### config.mk
export PLATFORM = sky130hd
export DESIGN_NAME = uart_regfront
export DESIGN_NICKNAME = d
export VERILOG_FILES = /design/src/rtl/uart_regfront_pkg.sv /design/src/rtl/uart_addr_dec.sv /design/src/rtl/uart_rx_fifo.sv /design/src/rtl/uart_irq_pulse.sv /design/src/rtl/uart_regfront.sv
export SDC_FILE = /design/constraint.sdc
export NUM_CORES = 1
export LEC_CHECK = 0
export ABC_AREA = 1
export BUFFER_PORTS_ARGS = -buffer_cell sky130_fd_sc_hd__clkbuf_2
export CORE_MARGIN = 8
export CORE_UTILIZATION = 58
export CTS_CLUSTER_DIAMETER = 80
export DETAILED_ROUTE_END_ITERATION = 6
export MAX_ROUTING_LAYER = met4
export PLACE_DENSITY = 0.8
export SLEW_MARGIN = 40
export SYNTH_ARGS = -nofsm -noshare
export SYNTH_HDL_FRONTEND = slang
export SYNTH_SLANG_ARGS = --single-unit
### constraint.sdc
create_clock -name clk_i -period 2.39 [get_ports clk_i]
set_input_delay 0.1195 -clock clk_i [delete_from_list [all_inputs] [get_ports clk_i]]
set_output_delay 0.1195 -clock clk_i [all_outputs]
set_load 0.02 [all_outputs]
### src/rtl/uart_regfront_pkg.sv
package uart_regfront_pkg;
  localparam int unsigned REG_W = 32;
  localparam int unsigned BYTE_W = 8;

  localparam logic [7:0] OFF_DATA   = 8'h00;
  localparam logic [7:0] OFF_DATA_B = 8'h03;
  localparam logic [7:0] OFF_STAT   = 8'h04;
  localparam logic [7:0] OFF_CTRL   = 8'h08;
  localparam logic [7:0] OFF_SCAL   = 8'h0C;

  // status bit positions
  localparam int unsigned ST_DRDY  = 0;
  localparam int unsigned ST_TSE   = 1;
  localparam int unsigned ST_TFE   = 2;
  localparam int unsigned ST_RHALF = 8;
  localparam int unsigned ST_RFULL = 10;

  // control bit positions
  localparam int unsigned CT_RXEN = 0;
  localparam int unsigned CT_TXEN = 1;
  localparam int unsigned CT_RXIE = 2;
  localparam int unsigned CT_TXIE = 3;

  typedef enum logic [2:0] {
    SEL_NONE,
    SEL_DATA,
    SEL_STAT,
    SEL_CTRL,
    SEL_SCAL
  } reg_sel_e;
endpackage

### src/rtl/uart_addr_dec.sv
module uart_addr_dec
  import uart_regfront_pkg::*;
#(
  parameter int unsigned ADDR_W = 8
) (
  input  logic [ADDR_W-1:0] addr_i,
  output reg_sel_e          sel_o
);
  always_comb begin
    sel_o = SEL_NONE;
    if (addr_i == ADDR_W'(OFF_DATA) || addr_i == ADDR_W'(OFF_DATA_B)) sel_o = SEL_DATA;
    else if (addr_i == ADDR_W'(OFF_STAT)) sel_o = SEL_STAT;
    else if (addr_i == ADDR_W'(OFF_CTRL)) sel_o = SEL_CTRL;
    else if (addr_i == ADDR_W'(OFF_SCAL)) sel_o = SEL_SCAL;
  end
endmodule

### src/rtl/uart_rx_fifo.sv
module uart_rx_fifo #(
  parameter int unsigned DEPTH  = 16,
  parameter int unsigned DATA_W = 8
) (
  input  logic              clk_i,
  input  logic              rst_ni,
  input  logic              push_i,
  input  logic [DATA_W-1:0] din_i,
  input  logic              pop_i,
  output logic [DATA_W-1:0] dout_o,
  output logic              empty_o,
  output logic              full_o,
  output logic              half_o
);
  localparam int unsigned PTR_W = (DEPTH > 1) ? $clog2(DEPTH) : 1;
  localparam int unsigned CNT_W = PTR_W + 1;
  localparam int unsigned HALF  = DEPTH / 2;

  logic [DATA_W-1:0] mem_q [DEPTH];
  logic [PTR_W-1:0]  wr_ptr_q, rd_ptr_q;
  logic [CNT_W-1:0]  cnt_q;
  logic              do_push, do_pop;

  assign empty_o = (cnt_q == '0);
  assign full_o  = (cnt_q == CNT_W'(DEPTH));
  assign half_o  = (cnt_q >= CNT_W'(HALF));
  assign do_push = push_i & ~full_o;
  assign do_pop  = pop_i & ~empty_o;
  assign dout_o  = empty_o ? '0 : mem_q[rd_ptr_q];

  always_ff @(posedge clk_i) begin
    if (do_push) mem_q[wr_ptr_q] <= din_i;
  end

  always_ff @(posedge clk_i or negedge rst_ni) begin
    if (!rst_ni) begin
      wr_ptr_q <= '0;
      rd_ptr_q <= '0;
      cnt_q    <= '0;
    end else begin
      if (do_push) wr_ptr_q <= (wr_ptr_q == PTR_W'(DEPTH-1)) ? '0 : wr_ptr_q + 1'b1;
      if (do_pop)  rd_ptr_q <= (rd_ptr_q == PTR_W'(DEPTH-1)) ? '0 : rd_ptr_q + 1'b1;
      case ({do_push, do_pop})
        2'b10:   cnt_q <= cnt_q + 1'b1;
        2'b01:   cnt_q <= cnt_q - 1'b1;
        default: cnt_q <= cnt_q;
      endcase
    end
  end


  no_push_full_chk: assert property (@(posedge clk_i) disable iff (!rst_ni)
    full_o |-> !push_i);

  cnt_bound_chk: assert property (@(posedge clk_i) disable iff (!rst_ni)
    cnt_q <= CNT_W'(DEPTH));

  empty_pop_chk: assert property (@(posedge clk_i) disable iff (!rst_ni)
    (pop_i && empty_o && !push_i) |=> empty_o);
endmodule

### src/rtl/uart_irq_pulse.sv
module uart_irq_pulse (
  input  logic clk_i,
  input  logic rst_ni,
  input  logic rx_evt_i,
  input  logic rx_ie_i,
  input  logic tx_evt_i,
  input  logic tx_ie_i,
  output logic irq_o
);
  logic irq_q;

  always_ff @(posedge clk_i or negedge rst_ni) begin
    if (!rst_ni) irq_q <= 1'b0;
    else         irq_q <= (rx_evt_i & rx_ie_i) | (tx_evt_i & tx_ie_i);
  end

  assign irq_o = irq_q;
endmodule

### src/rtl/uart_regfront.sv
module uart_regfront
  import uart_regfront_pkg::*;
#(
  parameter int unsigned ADDR_W = 8,
  parameter int unsigned DEPTH  = 16
) (
  input  logic              clk_i,
  input  logic              rst_ni,
  input  logic              psel_i,
  input  logic              penable_i,
  input  logic              pwrite_i,
  input  logic [ADDR_W-1:0] paddr_i,
  input  logic [REG_W-1:0]  pwdata_i,
  output logic [REG_W-1:0]  prdata_o,
  output logic              pready_o,
  input  logic [BYTE_W-1:0] rx_data_i,
  input  logic              rx_valid_i,
  output logic              rx_ready_o,
  output logic [BYTE_W-1:0] tx_data_o,
  output logic              tx_valid_o,
  output logic              irq_o
);
  reg_sel_e          sel;
  logic              acc, wr, rd;
  logic [REG_W-1:0]  ctrl_q, status;
  logic              ctrl_wr, rx_push, rx_pop, tx_fire;
  logic [BYTE_W-1:0] rx_head, tx_data_q;
  logic              rx_empty, rx_full, rx_half, tx_valid_q;

  uart_addr_dec #(.ADDR_W(ADDR_W)) u_dec (.addr_i(paddr_i), .sel_o(sel));

  assign acc      = psel_i & penable_i;
  assign wr       = acc & pwrite_i;
  assign rd       = acc & ~pwrite_i;
  assign ctrl_wr  = wr & (sel == SEL_CTRL);
  assign rx_ready_o = ~rx_full;
  // bytes taken while receive is off are drained and dropped
  assign rx_push  = rx_valid_i & rx_ready_o & ctrl_q[CT_RXEN];
  assign rx_pop   = rd & (sel == SEL_DATA);
  assign tx_fire  = wr & (sel == SEL_DATA) & ctrl_q[CT_TXEN];
  assign pready_o = 1'b1;

  uart_rx_fifo #(.DEPTH(DEPTH), .DATA_W(BYTE_W)) u_fifo (
    .clk_i   (clk_i),
    .rst_ni  (rst_ni),
    .push_i  (rx_push),
    .din_i   (rx_data_i),
    .pop_i   (rx_pop),
    .dout_o  (rx_head),
    .empty_o (rx_empty),
    .full_o  (rx_full),
    .half_o  (rx_half)
  );

  uart_irq_pulse u_irq (
    .clk_i    (clk_i),
    .rst_ni   (rst_ni),
    .rx_evt_i (rx_push),
    .rx_ie_i  (ctrl_q[CT_RXIE]),
    .tx_evt_i (tx_fire),
    .tx_ie_i  (ctrl_q[CT_TXIE]),
    .irq_o    (irq_o)
  );

  always_ff @(posedge clk_i or negedge rst_ni) begin
    if (!rst_ni) begin
      ctrl_q     <= '0;
      tx_valid_q <= 1'b0;
      tx_data_q  <= '0;
    end else begin
      if (ctrl_wr) ctrl_q <= pwdata_i;
      tx_valid_q <= tx_fire;
      if (tx_fire) tx_data_q <= pwdata_i[BYTE_W-1:0];
    end
  end

  assign tx_valid_o = tx_valid_q;
  assign tx_data_o  = tx_data_q;

  always_comb begin
    status           = '0;
    status[ST_DRDY]  = ~rx_empty;
    status[ST_TSE]   = 1'b1;
    status[ST_TFE]   = 1'b1;
    status[ST_RHALF] = rx_half;
    status[ST_RFULL] = rx_full;
  end

  always_comb begin
    case (sel)
      SEL_DATA: prdata_o = REG_W'(rx_head);
      SEL_STAT: prdata_o = status;
      SEL_CTRL: prdata_o = ctrl_q;
      default:  prdata_o = '0;
    endcase
  end


  drdy_rise_chk: assert property (@(posedge clk_i) disable iff (!rst_ni)
    $rose(status[ST_DRDY]) |-> $past(rx_push));

  irq_src_chk: assert property (@(posedge clk_i) disable iff (!rst_ni)
    irq_o |-> $past(ctrl_q[CT_RXIE] | ctrl_q[CT_TXIE]));

  tx_gate_chk: assert property (@(posedge clk_i) disable iff (!rst_ni)
    tx_valid_o |-> $past(ctrl_q[CT_TXEN]));

  ctrl_hold_chk: assert property (@(posedge clk_i) disable iff (!rst_ni)
    !ctrl_wr |=> $stable(ctrl_q));
endmodule

* Word-level counts from Yosys, hierarchy flattened *
Memories as Yosys holds them, arrays and structs flattened.
Index checks and enable logic that the tools add are counted.
Widths: inputs -> output; s select.

word-level totals
  flip-flop bits (word level) = 55
  bits of input ports = 54
  memories = 1
  logic and storage cells = 57
  RAM bits = 128
  output and inout bits = 44

memories
  memory        depth  bits a word  read ports  clocked after Yosys merged registers in  write ports  RTL line            text
  u_fifo.mem_q  16     8            1           0                                        1            uart_rx_fifo.sv:19  logic [DATA_W-1:0] mem_q [DEPTH];

cells by class
  eq/ne operators = 12
  bitwise operators = 17
  add/sub/neg operators = 4
  reductions and logical operators = 4
  muxes and demuxes = 11
  $lt $le $gt $ge = 1

operators with widths
  cell                 number
  $pmux 32 s3          1
  $eq 8x4->1 const B   2
  $and 1x1->1          13
  $mux 3               4
  $pmux 5 s2           1
  $add 4x1->4 const B  2
  $eq 4x4->1 const B   2
  $eq 8x2->1 const B   1
  $eq 8x3->1 const B   1
  $logic_not 8->1      1
  $mux 4               2
  $mux 8               1
  $eq 3x2->1 const B   2
  $add 5x1->5 const B  1
  $eq 5x5->1 const B   1
  $ge 5x4->1 const B   1
  $logic_not 5->1      1
  $sub 5x1->5 const B  1
  $eq 3x1->1 const B   1
  $not 1->1            3
  $eq 2x1->1 const B   1
  $eq 2x2->1 const B   1
  $mux 1               2
  $reduce_bool 2->1    1
  2 further kinds      2

* Longest topological paths before layout *
  word-level depth = 10
  depth in mapped cells = 16
  mapped depth without buffers = 16

* Cells and area by module *
From an unflattened synthesis, not the netlist that was laid out.

second synthesis, totals
  cells, all modules = 865
  area, all modules = 8,319.2 µm²

modules (own cells, without submodules)
  module          sequential area each (µm²)  cells each  area an instance (µm²)  instances
  uart_rx_fifo    4,169.0                     561         6,093.3                 1
  uart_regfront   1,026.0                     275         2,074.5                 1
  uart_addr_dec   0.0                         25          115.1                   1
  uart_irq_pulse  25.0                        4           36.3                    1

* Least setup slack after synthesis *
Ideal clock, no wire load.

  kind = reg2reg
  start point = reg u_fifo.cnt_q[1]
  end point = reg u_fifo.cnt_q[4]
  clock period less this slack = 2,342 ps
  path buffers = 1
  arrival = 2,216 ps
  library setup time = 126 ps
  data required time = 2,264 ps
  cell stages (with the launch flop) = 15
  slack = 48 ps
  cells stage by stage = dfrtp_1 -> nor2_1 -> nand4_1 -> nand3_1 -> buf_2 -> ha_1 -> xor2_1 -> ha_1 -> inv_1 -> nand2_1 -> nand3_1 -> nand3b_1 -> nand2_1 -> nand2_1 -> o21ai_0

between the ends
  cells in the longest elaborated chain, start to end = 7

ends and longest elaborated chain
  element                                          RTL line             text
  start, declared                                  uart_rx_fifo.sv:21   logic [CNT_W-1:0] cnt_q;
  start signal, assigned                           uart_rx_fifo.sv:44   2'b10: cnt_q <= cnt_q + 1'b1;
  start signal, assigned                           uart_rx_fifo.sv:45   2'b01: cnt_q <= cnt_q - 1'b1;
  start signal, assigned                           uart_rx_fifo.sv:46   default: cnt_q <= cnt_q;
  $eq 5x5->1 (*)                                   uart_rx_fifo.sv:25   assign full_o = (cnt_q == CNT_W'(DEPTH));
  $not 1->1 (*)                                    uart_regfront.sv:36  assign rx_ready_o = ~rx_full;
  via rx_ready_o                                   uart_regfront.sv:18  output logic rx_ready_o,
  $and 1x1->1 (2 in series)                        uart_regfront.sv:38  assign rx_push = rx_valid_i & rx_ready_o & ctrl_q[CT_RXEN];
  $and 1x1->1 (*)                                  uart_rx_fifo.sv:27   assign do_push = push_i & ~full_o;
  $eq 2x1->1 or $eq 2x2->1 (tied branches)         uart_rx_fifo.sv:43   case ({do_push, do_pop})
  $pmux 5 s2 or $reduce_bool 2->1 (tied branches)  --

Mark *: on every way through the listed nets, which the timed path passes. The rest lies on a longest branch.
A chain may end at the register's enable or synchronous reset.

* Worst setup path in the final report *
  start point = reg u_fifo.rd_ptr_q[2]
  end point = out prdata_o[1]

between the ends
  cells in the longest elaborated chain, start to end = 3

ends and longest elaborated chain
  element                 RTL line             text
  start, declared         uart_rx_fifo.sv:20   logic [PTR_W-1:0] wr_ptr_q, rd_ptr_q;
  start signal, assigned  uart_rx_fifo.sv:42   if (do_pop) rd_ptr_q <= (rd_ptr_q == PTR_W'(DEPTH-1)) ? '0 : rd_ptr_q + 1'b1;
  $mem_v2 16x8            --
  $mux 8                  uart_rx_fifo.sv:29   assign dout_o = empty_o ? '0 : mem_q[rd_ptr_q];
  $pmux 32 s3             uart_regfront.sv:90  case (sel)
  end, declared           uart_regfront.sv:14  output logic [REG_W-1:0] prdata_o,

No other way between the ends.

==> impl_metrics.prom <==
# TYPE chip_impl_metric gauge
chip_impl_metric{name="start_util",unit="%"} 58.85
chip_impl_metric{name="drt_wl_total",unit="um"} 19880
chip_impl_info{name="most-common-layout-cells",value="sky130_fd_sc_hd__nand2_1, sky130_fd_sc_hd__edfxtp_1, sky130_fd_sc_hd__clkbuf_2"} 1
chip_impl_metric{name="global_route.usage.total",unit="%"} 23.46
chip_impl_metric{name="core_area",unit="um^2"} 13770
chip_impl_metric{name="postSynthNetCount",unit=""} 879
chip_impl_info{name="holdCritPathClass",value="input pin to flip-flop"} 1
chip_impl_metric{name="clk_pin_slew_worst_paths",unit="ps"} 60
chip_impl_metric{name="antenna_violating_nets_left",unit=""} 0
chip_impl_info{name="timing_worst_setup_path_type",value="flip-flop to output port"} 1
chip_impl_metric{name="placement.setup.worst_slack",unit="ps"} 221.8
chip_impl_metric{name="area_growth_synth_to_finish",unit="%"} 21.03
chip_impl_metric{name="fill_cell_instance_count_of_the_final_layout",unit=""} 946
chip_impl_metric{name="first_pass_grt_wire_length",unit="um"} 31930
chip_impl_metric{name="placed_cells",unit=""} 1086
chip_impl_metric{name="drt_first_iter_violations",unit=""} 505
chip_impl_info{name="grt_setup_unrepaired",value="false"} 1
chip_impl_info{name="worstPathCellList",value="inv_6 > nor2_8 > clkbuf_4 > buf_4 > a21oi_1 > nand3_1 > nand3_1 > nand2_1 > clkbuf_2"} 1
chip_impl_metric{name="drcViolationCount",unit=""} 0
chip_impl_metric{name="vias",unit=""} 6256
chip_impl_metric{name="grt_max_degree",unit=""} 72
chip_impl_metric{name="synth_compound_area_share",unit="%"} 4.353
chip_impl_metric{name="io_pins",unit=""} 98
chip_impl_metric{name="synth-xor-area-share",unit="%"} 0.7564
chip_impl_metric{name="grt_antenna_before_repair",unit=""} 1
chip_impl_metric{name="ys_ff_latch",unit=""} 183
chip_impl_info{name="layout.cells.most_common",value="sky130_fd_sc_hd__nand2_1"} 1
chip_impl_metric{name="worst_slack",unit="ps"} 149.5
chip_impl_metric{name="h_tree_lvl_count",unit=""} 4
chip_impl_info{name="synth_top_family_by_area",value="simple AND/OR/NAND/NOR gates"} 1
chip_impl_metric{name="timing.final.max_slew_violations",unit=""} 0
chip_impl_metric{name="cp_data_arrival_time",unit="ps"} 2120
chip_impl_metric{name="muxShareOfSynthArea",unit="%"} 0
chip_impl_metric{name="cts_made_buffers",unit=""} 17
chip_impl_metric{name="route.detailed.wl_per_inst",unit="um"} 17.24
chip_impl_metric{name="vias_in_the_first_global_route",unit=""} 6398
chip_impl_metric{name="die_area",unit="um^2"} 18010
chip_impl_metric{name="timing.final.crit_share",unit="%"} 93.75
chip_impl_metric{name="timing_hold_violations_final",unit=""} 0
chip_impl_metric{name="slew-limit-headroom",unit="%"} 51.48
chip_impl_info{name="crit_path_top_delay_cell",value="sky130_fd_sc_hd__dfrtp_2"} 1
chip_impl_metric{name="setup_total_negative_slack",unit="ps"} 0
chip_impl_metric{name="final_cell_count_no_fill",unit=""} 1153
chip_impl_metric{name="numPortBuffers",unit=""} 96
chip_impl_metric{name="drive_gt1_share",unit="%"} 17.59
chip_impl_metric{name="post_synth_and_or_nand_nor_area_fraction",unit="%"} 23.06
chip_impl_metric{name="critical_path_required",unit="ps"} 2270
chip_impl_metric{name="std_cell_rows",unit=""} 43
chip_impl_metric{name="portion_of_the_post_synthesis_area_used_by_sequential_elements",unit="%"} 64.40
chip_impl_metric{name="synthDistinctLibCells",unit=""} 34
chip_impl_metric{name="chipHeight",unit="um"} 134.2
chip_impl_metric{name="fin_crit",unit="ps"} 2241
chip_impl_metric{name="firstDrtPassIters",unit=""} 5
chip_impl_metric{name="irDropWorstVdd",unit="V"} 0.0004614
chip_impl_metric{name="leakage",unit="uW"} 0.004432
chip_impl_metric{name="grt-ovfl-total",unit=""} 0
chip_impl_info{name="cp-end-kind",value="output port"} 1
chip_impl_metric{name="fin_skew",unit="ps"} 7.243
chip_impl_metric{name="clkLatencyLatePin",unit="ps"} 430
chip_impl_metric{name="globalplace.congestion",unit=""} 0.8430
chip_impl_metric{name="pwr_density_cell",unit="nW/um^2"} 675.6
chip_impl_metric{name="finalNetCount",unit=""} 1023
chip_impl_metric{name="netlist_area",unit="um^2"} 8105
chip_impl_metric{name="syn_area_per_cell",unit="um^2"} 9.933
chip_impl_info{name="status",value="finished clean"} 1
chip_impl_metric{name="max_clock_freq",unit="MHz"} 446.3
chip_impl_metric{name="hpwlAfterDp",unit="um"} 12750
chip_impl_info{name="cts.root.buffer_cell",value="sky130_fd_sc_hd__clkbuf_16"} 1
chip_impl_info{name="tritoncts",value="built"} 1
chip_impl_metric{name="whs_path_depth",unit=""} 3
chip_impl_metric{name="cp_max_fo",unit=""} 17
chip_impl_metric{name="drv.max_cap_violation_count",unit=""} 0
chip_impl_info{name="worst_path_most_repeated_cell",value="sky130_fd_sc_hd__nand3_1"} 1
chip_impl_metric{name="finalSetupViolations",unit=""} 0
chip_impl_metric{name="floorplan.die.width",unit="um"} 134.2
chip_impl_metric{name="worst-r2r-cell-count",unit=""} 15
chip_impl_metric{name="post_synth_fa_ha_maj_area_fraction",unit="%"} 1.389
chip_impl_info{name="setup.worst_path.start_class",value="flip-flop"} 1
chip_impl_metric{name="crit_path_max_incr_delay",unit="ps"} 480
chip_impl_metric{name="tightest_slew",unit="ps"} 725.1
chip_impl_metric{name="viasPerCell",unit=""} 5.426
chip_impl_metric{name="tritoncts_num_sinks",unit=""} 183
chip_impl_metric{name="cts_buffer_depth",unit=""} 2
chip_impl_metric{name="yosys_warnings",unit=""} 0
chip_impl_metric{name="syn_inst",unit=""} 816
==> through the flow <==
stage	util, %	cell area, um^2	power (uW)	hold WS, ps
2_1_floorplan	-	8105	3612	-176.1
3_3_place_gp	64.12	8831	3748	289.7
3_5_place_dp	64.12	8831	3756	294.1
4_1_cts	70.93	9769	6653	92.64
5_1_grt	71.22	9809	6825	130.6
6_report	71.22	9809	6627	117.3
==> state kept, by name (all words and copies together) (netlist names) <==
register,flops
tx_valid_o,1
tx_data_o,8
u_fifo.mem_q,128
u_fifo.wr_ptr_q,4
u_irq.irq_o,1
ctrl_q,32
u_fifo.rd_ptr_q,4
u_fifo.cnt_q,5
==> worst max-delay path: cells and delay by family (launching register included) <==
kind / cells / cell delay [ps]
compound gates: 1 / 170
buf+inv: 4 / 700
simple gates: 4 / 340
flops: 1 / 480
==> timing repair <==
action	CTS	global route
hold endpoints to repair	95	0
resized for setup	0	10
hold buffers	33	0
setup endpoints to repair	0	7
setup buffers	0	2
==> routing by layer <==
metal | vias to the layer above | wire (um) | GRT usage [%]
met4 | 0 | 822 | 12.79
met3 | 59 | 1319 | 5.385
met2 | 268 | 10320 | 38.59
met1 | 2969 | 7415 | 26.13
met5 | - | 0 | -
li1 | 2960 | - | -
==> cell usage after synthesis, drive strengths merged <==
library cell,count,area (um^2)
dfrtp,55,1376
o211ai,5,37.54
buf,23,180.2
o21ai,43,215.2
inv,70,267.8
or2,1,8.760
o21a,2,15.01
a21boi,1,7.510
nand4,6,37.54
nand3,71,360.3
conb,1,3.750
nor3,14,70.07
o21bai,1,7.510
xor2,3,26.28
xnor2,4,35.03
nand2,287,1095
edfxtp,128,3844
clkinv,1,3.750
nand3b,1,7.510
ha,9,112.6
nor2,67,290.3
a21oi,14,70.07
clkbuf,9,33.78
==> path summary, 6_finish.rpt <==
| path | from | end | slack [ps] |
|---|---|---|---|
| worst max-delay path | u_fifo.rd_ptr_q[2]$_DFFE_PN0N_ | prdata_o[1] | 150 |
| worst min-delay path | rx_valid_i | u_fifo.wr_ptr_q[2]$_DFFE_PN0P_ | 120 |
| worst max register to register | u_fifo.cnt_q[1]$_DFFE_PN0P_ | u_fifo.cnt_q[4]$_DFFE_PN0P_ | 270 |
| worst min register to register | tx_data_o[7]$_DFFE_PN0P_ | tx_data_o[7]$_DFFE_PN0P_ | 480 |
| max in group asynchronous | rst_ni | u_fifo.cnt_q[1]$_DFFE_PN0P_ | 1490 |
| min in group asynchronous | rst_ni | tx_valid_o$_DFF_PN0_ | 380 |
==> logic make-up (layout without fill, tap and decap cells) <==
family | after synthesis | in the layout
compound gates | 66 | 66
xor+xnor | 7 | 7
fa+ha+maj | 9 | 9
buf+inv | 103 | 259
flops | 183 | 183
other cells | 1 | 2
simple gates | 447 | 447
==> final cells by class <==
class                           instances  area (um^2)  share of cell area (%)
Clock buffer                           18        429.2                   4.375
Sequential cell                       183         5224                   53.25
Antenna cell                            1        2.502                 0.02551
Inverter                               71        279.0                   2.844
Multi-Input combinational cell        530         2412                   24.59
Clock inverter                         13        178.9                   1.824
Timing Repair Buffer                  157         1059                   10.79
Tap cell                              180        225.2                   2.296
==> report_power, final <==
part / leakage [uW] / switching [uW] / internal [uW]
sequential: 0.00177 / 12.7 / 3420
clock: 0.000288 / 1150 / 1740
combinational: 0.00237 / 192 / 117
total: 0.00443 / 1350 / 5280
Power figures use the tool's default switching activity.
